`src/rtl/hostq_pkg.sv`:
```
package hostq_pkg;
  localparam logic [3:0] ACK_PENDING = 4'h2;

  typedef enum logic [1:0] {
    TX_IDLE     = 2'd0,
    TX_REQ      = 2'd1,
    TX_WAIT_RSP = 2'd2
  } tx_state_e;

  localparam int CLR_ACKV = 0;
  localparam int CLR_IRQ  = 1;
  localparam int CLR_BUSY = 2;
  localparam int CLR_OVF  = 3;
endpackage

```
`src/rtl/hostq_fifo.sv`:
```
module hostq_fifo #(
  parameter int W     = 33,
  parameter int DEPTH = 8,
  localparam int AW   = (DEPTH > 1) ? $clog2(DEPTH) : 1,
  localparam int CW   = AW + 1
) (
  input  logic          clk,
  input  logic          rst_n,
  input  logic          push,
  input  logic [W-1:0]  push_data,
  input  logic          pop,
  output logic [W-1:0]  head,
  output logic          full,
  output logic          empty,
  output logic [CW-1:0] count
);
  logic [W-1:0]  mem [DEPTH];
  logic [AW-1:0] wp, rp;

  function automatic logic [AW-1:0] nxt(input logic [AW-1:0] p);
    return (p == AW'(DEPTH - 1)) ? '0 : p + 1'b1;
  endfunction

  assign full  = (count == CW'(DEPTH));
  assign empty = (count == '0);
  assign head  = mem[rp];

  always_ff @(posedge clk) begin
    if (push && !full) mem[wp] <= push_data;
  end

  always_ff @(posedge clk) begin
    if (!rst_n) begin
      wp    <= '0;
      rp    <= '0;
      count <= '0;
    end else begin
      if (push && !full) wp <= nxt(wp);
      if (pop && !empty) rp <= nxt(rp);
      case ({push && !full, pop && !empty})
        2'b10:   count <= count + 1'b1;
        2'b01:   count <= count - 1'b1;
        default: count <= count;
      endcase
    end
  end
endmodule

```
`src/rtl/hostq_wr_sel.sv`:
```
module hostq_wr_sel #(
  parameter int DW = 32
) (
  input  logic          cfg_fifo_en,
  input  logic          cfg_pktz,
  input  logic          cfg_hdr_ins,
  input  logic          cfg_data_sel,
  input  logic          host_fc_wr,
  input  logic [DW-1:0] host_fc_data,
  input  logic          host_upd_wr,
  input  logic [DW-1:0] host_upd_data,
  input  logic          bulk_valid,
  input  logic [DW-1:0] bulk_data,
  input  logic          bulk_last,
  input  logic          busy,
  input  logic          full,
  output logic          bulk_ready,
  output logic          push,
  output logic [DW:0]   push_data,
  output logic          commit,
  output logic          busy_hit,
  output logic          ovf_hit
);
  logic host_open, host_any, host_push;

  assign host_open  = cfg_fifo_en && !cfg_pktz && !cfg_hdr_ins && !cfg_data_sel;
  assign host_any   = host_open && (host_fc_wr || host_upd_wr);
  assign busy_hit   = host_any && busy;
  assign ovf_hit    = host_any && !busy && full;
  assign host_push  = host_any && !busy && !full;
  assign commit     = host_push && host_upd_wr;

  assign bulk_ready = cfg_fifo_en && cfg_data_sel && !full;
  assign push       = host_push || (bulk_valid && bulk_ready);

  always_comb begin
    if (host_open) begin
      push_data = host_upd_wr ? {1'b1, host_upd_data} : {1'b0, host_fc_data};
    end else begin
      push_data = {bulk_last, bulk_data};
    end
  end
endmodule

```
`src/rtl/hostq_txn.sv`:
```
module hostq_txn
  import hostq_pkg::*;
(
  input  logic       clk,
  input  logic       rst_n,
  input  logic       commit,
  input  logic       done_valid,
  input  logic [3:0] done_ack,
  input  logic       rsp_rcvd,
  input  logic       split_dis,
  input  logic       busy_hit,
  input  logic       ovf_hit,
  input  logic [3:0] flag_clr,
  output logic       busy,
  output logic       tx_req,
  output logic       ack_valid,
  output logic [3:0] ack_code,
  output logic       end_irq,
  output logic       err_busy,
  output logic       err_ovf
);
  tx_state_e st;
  logic      done_now, defer, irq_set;

  assign tx_req   = (st == TX_REQ);
  assign busy     = (st != TX_IDLE);
  assign done_now = tx_req && done_valid;
  assign defer    = !split_dis && (done_ack == ACK_PENDING);
  assign irq_set  = (done_now && !defer) || (st == TX_WAIT_RSP && rsp_rcvd);

  always_ff @(posedge clk) begin
    if (!rst_n) begin
      st        <= TX_IDLE;
      ack_valid <= 1'b0;
      ack_code  <= '0;
      end_irq   <= 1'b0;
      err_busy  <= 1'b0;
      err_ovf   <= 1'b0;
    end else begin
      case (st)
        TX_IDLE:     if (commit) st <= TX_REQ;
        TX_REQ:      if (done_valid) st <= defer ? TX_WAIT_RSP : TX_IDLE;
        TX_WAIT_RSP: if (rsp_rcvd) st <= TX_IDLE;
        default:     st <= TX_IDLE;
      endcase

      if (done_now)                ack_valid <= 1'b1;
      else if (flag_clr[CLR_ACKV]) ack_valid <= 1'b0;
      if (done_now)                ack_code  <= done_ack;

      if (irq_set)                 end_irq   <= 1'b1;
      else if (flag_clr[CLR_IRQ])  end_irq   <= 1'b0;

      if (busy_hit)                err_busy  <= 1'b1;
      else if (flag_clr[CLR_BUSY]) err_busy  <= 1'b0;

      if (ovf_hit)                 err_ovf   <= 1'b1;
      else if (flag_clr[CLR_OVF])  err_ovf   <= 1'b0;
    end
  end
endmodule

```
`src/rtl/hostq_tx_ctrl.sv`:
```
module hostq_tx_ctrl #(
  parameter int DW    = 32,
  parameter int DEPTH = 8,
  localparam int CW   = ((DEPTH > 1) ? $clog2(DEPTH) : 1) + 1
) (
  input  logic          clk,
  input  logic          rst_n,
  input  logic          cfg_fifo_en,
  input  logic          cfg_pktz,
  input  logic          cfg_hdr_ins,
  input  logic          cfg_data_sel,
  input  logic          cfg_split_dis,
  input  logic          host_fc_wr,
  input  logic [DW-1:0] host_fc_data,
  input  logic          host_upd_wr,
  input  logic [DW-1:0] host_upd_data,
  input  logic          bulk_valid,
  output logic          bulk_ready,
  input  logic [DW-1:0] bulk_data,
  input  logic          bulk_last,
  output logic          out_valid,
  input  logic          out_ready,
  output logic [DW-1:0] out_data,
  output logic          out_last,
  output logic          tx_req,
  input  logic          done_valid,
  input  logic [3:0]    done_ack,
  input  logic          rsp_rcvd,
  input  logic [3:0]    flag_clr,
  output logic          ack_valid,
  output logic [3:0]    ack_code,
  output logic          end_irq,
  output logic          err_busy,
  output logic          err_ovf
);
  logic          q_push, q_full, q_empty, commit, busy, busy_hit, ovf_hit;
  logic [DW:0]   q_in, q_head;
  logic [CW-1:0] q_count;

  hostq_wr_sel #(.DW(DW)) u_sel (
    .cfg_fifo_en  (cfg_fifo_en),
    .cfg_pktz     (cfg_pktz),
    .cfg_hdr_ins  (cfg_hdr_ins),
    .cfg_data_sel (cfg_data_sel),
    .host_fc_wr   (host_fc_wr),
    .host_fc_data (host_fc_data),
    .host_upd_wr  (host_upd_wr),
    .host_upd_data(host_upd_data),
    .bulk_valid   (bulk_valid),
    .bulk_data    (bulk_data),
    .bulk_last    (bulk_last),
    .busy         (busy),
    .full         (q_full),
    .bulk_ready   (bulk_ready),
    .push         (q_push),
    .push_data    (q_in),
    .commit       (commit),
    .busy_hit     (busy_hit),
    .ovf_hit      (ovf_hit)
  );

  hostq_fifo #(.W(DW + 1), .DEPTH(DEPTH)) u_fifo (
    .clk      (clk),
    .rst_n    (rst_n),
    .push     (q_push),
    .push_data(q_in),
    .pop      (out_valid && out_ready),
    .head     (q_head),
    .full     (q_full),
    .empty    (q_empty),
    .count    (q_count)
  );

  assign out_valid = !q_empty;
  assign out_data  = q_head[DW-1:0];
  assign out_last  = q_head[DW];

  hostq_txn u_txn (
    .clk       (clk),
    .rst_n     (rst_n),
    .commit    (commit),
    .done_valid(done_valid),
    .done_ack  (done_ack),
    .rsp_rcvd  (rsp_rcvd),
    .split_dis (cfg_split_dis),
    .busy_hit  (busy_hit),
    .ovf_hit   (ovf_hit),
    .flag_clr  (flag_clr),
    .busy      (busy),
    .tx_req    (tx_req),
    .ack_valid (ack_valid),
    .ack_code  (ack_code),
    .end_irq   (end_irq),
    .err_busy  (err_busy),
    .err_ovf   (err_ovf)
  );
endmodule

```
`config.mk`:
```
export PLATFORM = sky130hd
export DESIGN_NAME = hostq_tx_ctrl
export DESIGN_NICKNAME = d
export VERILOG_FILES = /design/src/rtl/hostq_pkg.sv /design/src/rtl/hostq_fifo.sv /design/src/rtl/hostq_wr_sel.sv /design/src/rtl/hostq_txn.sv /design/src/rtl/hostq_tx_ctrl.sv
export SDC_FILE = /design/constraint.sdc
export NUM_CORES = 1
export LEC_CHECK = 0
export BUFFER_PORTS_ARGS = -buffer_cell sky130_fd_sc_hd__buf_2
export CORE_UTILIZATION = 30
export CTS_BUF_LIST = sky130_fd_sc_hd__clkbuf_4 sky130_fd_sc_hd__clkbuf_8 sky130_fd_sc_hd__clkbuf_16
export DETAILED_ROUTE_END_ITERATION = 6
export PLACE_DENSITY_LB_ADDON = 0.25
export SLEW_MARGIN = 30
export SYNTH_ARGS = -nofsm -noshare
export SYNTH_HDL_FRONTEND = slang
export SYNTH_SLANG_ARGS = --single-unit
```
`constraint.sdc`:
```
create_clock -name clk -period 12.9 [get_ports clk]
set_input_delay 1.29 -clock clk [delete_from_list [all_inputs] [get_ports clk]]
set_output_delay 1.29 -clock clk [all_outputs]
set_load 0.01 [all_outputs]
```
=== Word-level counts from Yosys, hierarchy flattened ===
Memories as Yosys holds them, arrays and structs flattened. A register that Yosys moved wholly into a read port is not among the register bits.
Cells that the tools add are included.
Widths: inputs -> output; s select.

* Flip-flop bits (word level): 20
* Memory bits (writable): 264
* Input port bits: 118
* Output and inout port bits: 44
* Word-level logic and storage cells: 86
* Memories: 1

{| class="wikitable"
|+ Memory list
! name !! words !! width !! read ports !! clocked after Yosys merged registers in !! wr ports !! RTL line !! text
|-
| u_fifo.mem || 8 || 33 || 1 || 1 || 1 || hostq_fifo.sv:17 || <nowiki>logic [W-1:0] mem [DEPTH];</nowiki>
|}

* Add/subtract/negate cells: 4
* Eq/ne operators: 11
* Mux-type cells: 22
* Reductions and logical operators: 39

{| class="wikitable"
|+ Operators with widths
! cell !! count
|-
| $mux 33 || 2
|-
| $logic_and 1x1->1 || 19
|-
| $mux 3 || 4
|-
| $reduce_bool 2->1 || 6
|-
| $mux 1 || 10
|-
| $logic_not 1->1 || 8
|-
| $mux 2 || 4
|-
| $pmux 4 s2 || 1
|-
| $add 3x1->3 const B || 2
|-
| $eq 3x3->1 const B || 2
|-
| $ne 2x2->1 const B || 3
|-
| $pmux 2 s3 || 1
|-
| $add 4x1->4 const B || 1
|-
| $eq 2x1->1 const B || 2
|-
| $eq 2x2->1 const B || 2
|-
| $eq 4x2->1 const B || 1
|-
| $eq 4x4->1 const B || 1
|-
| $logic_not 4->1 || 1
|-
| $sub 4x1->4 const B || 1
|-
| $logic_or 1x1->1 || 3
|-
| $reduce_and 3->1 || 1
|-
| $logic_not 2->1 || 1
|}

=== Logic depth before layout (Yosys ltp) ===
* Depth in word-level cells: 11
* Mapped depth: 11
* Gate-level depth less buffers: 10

=== Hierarchy ===
From an unflattened synthesis, not the netlist that was laid out.

* Cells, all modules: 588
* Area, all modules: 11947.7 um2

{| class="wikitable"
|+ By module, submodules not included
! module !! instances !! cells an instance !! area each (um2) !! sequential area each (um2)
|-
| hostq_fifo || 1 || 459 || 10607.7 || 8187.9
|-
| hostq_wr_sel || 1 || 83 || 878.3 || 0.0
|-
| hostq_txn || 1 || 44 || 451.7 || 200.2
|-
| hostq_tx_ctrl || 1 || 2 || 10.0 || 0.0
|}

=== Least setup slack after synthesis ===
Ideal clock, no wire load.

* Path kind: input port to flip-flop
* Start point: input port cfg_pktz
* End point: memory u_fifo.mem[0][0], enable pin
* Library setup time: 0.506 ns
* Arrival time: 5.606 ns
* Required time: 12.394 ns
* Path slack: 6.788 ns
* Stages: 5
* Buffers on the path: 1
* Cells stage by stage: or4b_4 > buf_6 > o31ai_4 > nand2_4 > nor4_1

* Word-level cells in the longest chain between the ends: 11

{| class="wikitable"
|+ Ends and longest elaborated chain
! element !! RTL line !! text
|-
| start, declared || hostq_tx_ctrl.sv:9 || <nowiki>input logic cfg_pktz,</nowiki>
|-
| $logic_not 1->1 || hostq_wr_sel.sv:26 || <nowiki>assign host_open = cfg_fifo_en && !cfg_pktz && !cfg_hdr_ins && !cfg_data_sel;</nowiki>
|-
| $logic_and 1x1->1 (3 in series) || hostq_wr_sel.sv:26 ||
|-
| $logic_and 1x1->1 || hostq_wr_sel.sv:27 || <nowiki>assign host_any = host_open && (host_fc_wr || host_upd_wr);</nowiki>
|-
| $logic_and 1x1->1 (2 in series) || hostq_wr_sel.sv:30 || <nowiki>assign host_push = host_any && !busy && !full;</nowiki>
|-
| $logic_or 1x1->1 || hostq_wr_sel.sv:34 || <nowiki>assign push = host_push || (bulk_valid && bulk_ready);</nowiki>
|-
| $logic_and 1x1->1 || hostq_fifo.sv:29 || <nowiki>if (push && !full) mem[wp] <= push_data;</nowiki>
|-
| $mux 1 || hostq_fifo.sv:29 ||
|-
| $mux 1 (implied by the code) || hostq_fifo.sv:29 ||
|-
| end, declared || hostq_fifo.sv:17 ||
|}

No other way between the ends.

==> reports/results.txt <==
status: completed
layout overhead on the synthesized area: 21.6%
# H-tree levels: 1
vias per cell: 4.59
PwrDens: 162 nW/um2
Buffers on Ports: 161
vias in the first global route: 6,236
Final nets: 924
die width: 200 um
Tot GR Track Use: 0.125
syn avg cell area: 18.8 um2
R2R Path End: u_fifo.mem[2][19]
Synthesis Warnings: 0
Num CTS Buffers: 30
critical path type: reg2out
initial cell density of the core: 0.304
# diodes: 0
Hold Path Class: reg2reg
Clock Pin Slew Worst Setup and Hold Paths: 0.06 ns
Yosys top cell area share: 0.676
post-synthesis cell count: 625
final wirelength: 24.7 mm
cell taking the most area after synthesis: edfxtp_1
Max Root-Sink Buffers: 3
nature of the critical path startpoint: flop
Yosys cell types: 43
die area: 39,900 um2
WHS Endpoint: u_txn.ack_code[2]
clk root buf: clkbuf_16
leak pwr: 4.88 nW
setup TNS: 0 ns
die height: 200 um
Least-Margin Pin Slew: 0.942 ns
largest net degree at the start of global routing: 68
post-DR wirelength/cell: 18.4 um
Residual DRC: 0
# clock sinks: 287
Slew Viols, Final: 0
Initial DRT Pass Iterations: 4
Layout Skew: 0.0131 ns
TritonCTS clock tree: yes
Post-synth EDFFs: 264
via count: 6,151
worst vdd ir: 0.119 mV
WHS Path Cells: 2
Reg2Reg Launch Point: u_txn.st[1]
first-pass GRT wire length: 37.3 mm
most area-consuming cells after synthesis: edfxtp_1, mux4_2, dfxtp_1
Post-synth top cells: edfxtp_1, mux4_2, nand2_1, o21ai_0, mux2i_1
Top Layer Used: met4
worst r2r path cells: 5
Final setup viols: 0
CTS resizes: 0
unrepaired setup endpoints after global routing: false
fmax: 239 MHz
Mapped Area: 11,700 um2
Worst setup EP type: output port
top-count cell post-synth: edfxtp_1
RePlAce Congestion: 0.683
Synth Register Bits: 287
hold_buf cts: 0
grt total ovfl: 0
Fin. Hold Viols: 0
worst-path maximum fanout: 44
Synth Net Count: 750
Tmin final: 4.18 ns
Post-DP HPWL: 15.1 mm
IO Count: 162
Post-CTS Setup Bufs: 0
met1 WL: 11.3 mm
crit share post-route: 0.324
Pwr Total: 2.31 mW
register area share after synthesis: 0.716
hold_sp: u_txn.ack_code[2]
number of max-cap violations: 0
Post-DRT Antenna Nets: 0
DRT iter0 DRCs: 354
metal2 WL: 11.8 mm
metal3 WL: 1.29 mm
initial antenna violation count: 0
normalized max-slew margin: 0.365
Arr. time, crit path: 2.89 ns
Core Area: 38,600 um2
std cell rows: 72
worst-skew pair later-pin latency: 0.54 ns
WP data required: 11.61 ns
Synth Flop Type: edfxtp_1
R2R Setup Slk: 10.08 ns
layout cell share with drive strength beyond 1: 0.414
async set-reset flop share out of synthesis: 0
==> per-layer routing <==
metal  GRT usage  up-vias
met3      0.0184       28
li1            -     2883
met1       0.174     3069
met5           0        -
met4      0.0297        0
met2       0.207      171
==> layout make-up <==
class / instances / area (um2)
Multi-Input combinational cell: 301 / 3230
Inverter: 4 / 15.0
Timing Repair Buffer: 175 / 955
Clock buffer: 37 / 821
Fill cell: 3645 / 24300
Clock inverter: 19 / 190
Sequential cell: 287 / 8400
Tap cell: 518 / 648
==> worst max-delay path, stage by stage, from the launching register on <==
cell and delay [ns]:
dfxtp_4 0.67, buf_6 0.60, mux4_2 0.61, mux2_2 0.30, buf_2 0.14
==> how the worst max path moves through the flow <==
stage,from,cells past startpoint,endpoint,slack [ns]
after global routing,flop,4,out_data[14],8.49
after global placement,cfg_pktz,6,u_fifo.mem[3][22],8.15
after CTS,flop,4,out_data[30],8.35
final,flop,4,out_data[21],8.72
after floorplan,cfg_pktz,5,u_fifo.mem[0][0],6.79
after detailed placement,cfg_pktz,6,u_fifo.mem[2][14],8.26
==> placed cells by master, fill, tap and decap left out, drive strengths merged, types with 2 or more instances in the layout <==
cell    synthesis  layout
nand2b          4       4
nor3b           2       2
edfxtp        264     264
or4             3       3
nor4b           3       3
nor2            9       9
and2            2       2
nor3            3       3
ha              7       7
mux2i          36      36
nand3b          3       3
dfxtp          23      23
or2             2       2
inv             3       4
clkbuf         20      37
nand3           9       9
nor2b           2       2
mux4           66      66
buf            13     175
mux2           33      33
xor2            3       3
a21oi          14      14
or3             2       2
nand2          49      49
bufinv          0       4
nor4bb          2       2
clkinv          1      14
o21ai          37      37
==> metrics by stage <==
step / setup WS [ns] / cells / hold WS [ns] / instance area [um2] / utilization
after CTS: 8.35 / 1340 / 0.461 / 14200 / 0.369
after detailed placement: 8.26 / 1284 / 0.450 / 13200 / 0.343
after floorplan: 6.79 / 625 / 0.454 / 11700 / -
after global routing: 8.49 / 1341 / 0.471 / 14300 / 0.370
final: 8.72 / 1341 / 0.461 / 14300 / 0.370
after global placement: 8.15 / 1282 / 0.446 / 13200 / 0.342
==> registers in the layout, summed over array words and instances, names as in the netlist, named ones only <==
register and count:
u_txn.err_ovf 1, u_txn.st 2, u_fifo.mem 264, u_txn.end_irq 1, u_txn.err_busy 1, u_fifo.rp 3, u_fifo.wp 3, u_txn.ack_code 4
u_txn.ack_valid 1, u_fifo.count 4
==> report_power, final <==
group / internal, mW / switching (mW) / total [mW]
sequential: 1.04 / 0.0329 / 1.07
clock: 0.530 / 0.341 / 0.871
combinational: 0.196 / 0.170 / 0.366
==> cells by family after synthesis <==
group,Yosys count,share of synthesized area
XOR/XNOR,3,0.00224
AND/OR/NAND/NOR,99,0.0448
multiplexers,135,0.189
AO/OA/AOI/OAI,57,0.0274
adder cells (fa/ha/maj),7,0.00747
buffers and inverters,37,0.0130
flip-flops,287,0.716
Power figures use the tool's default switching activity.
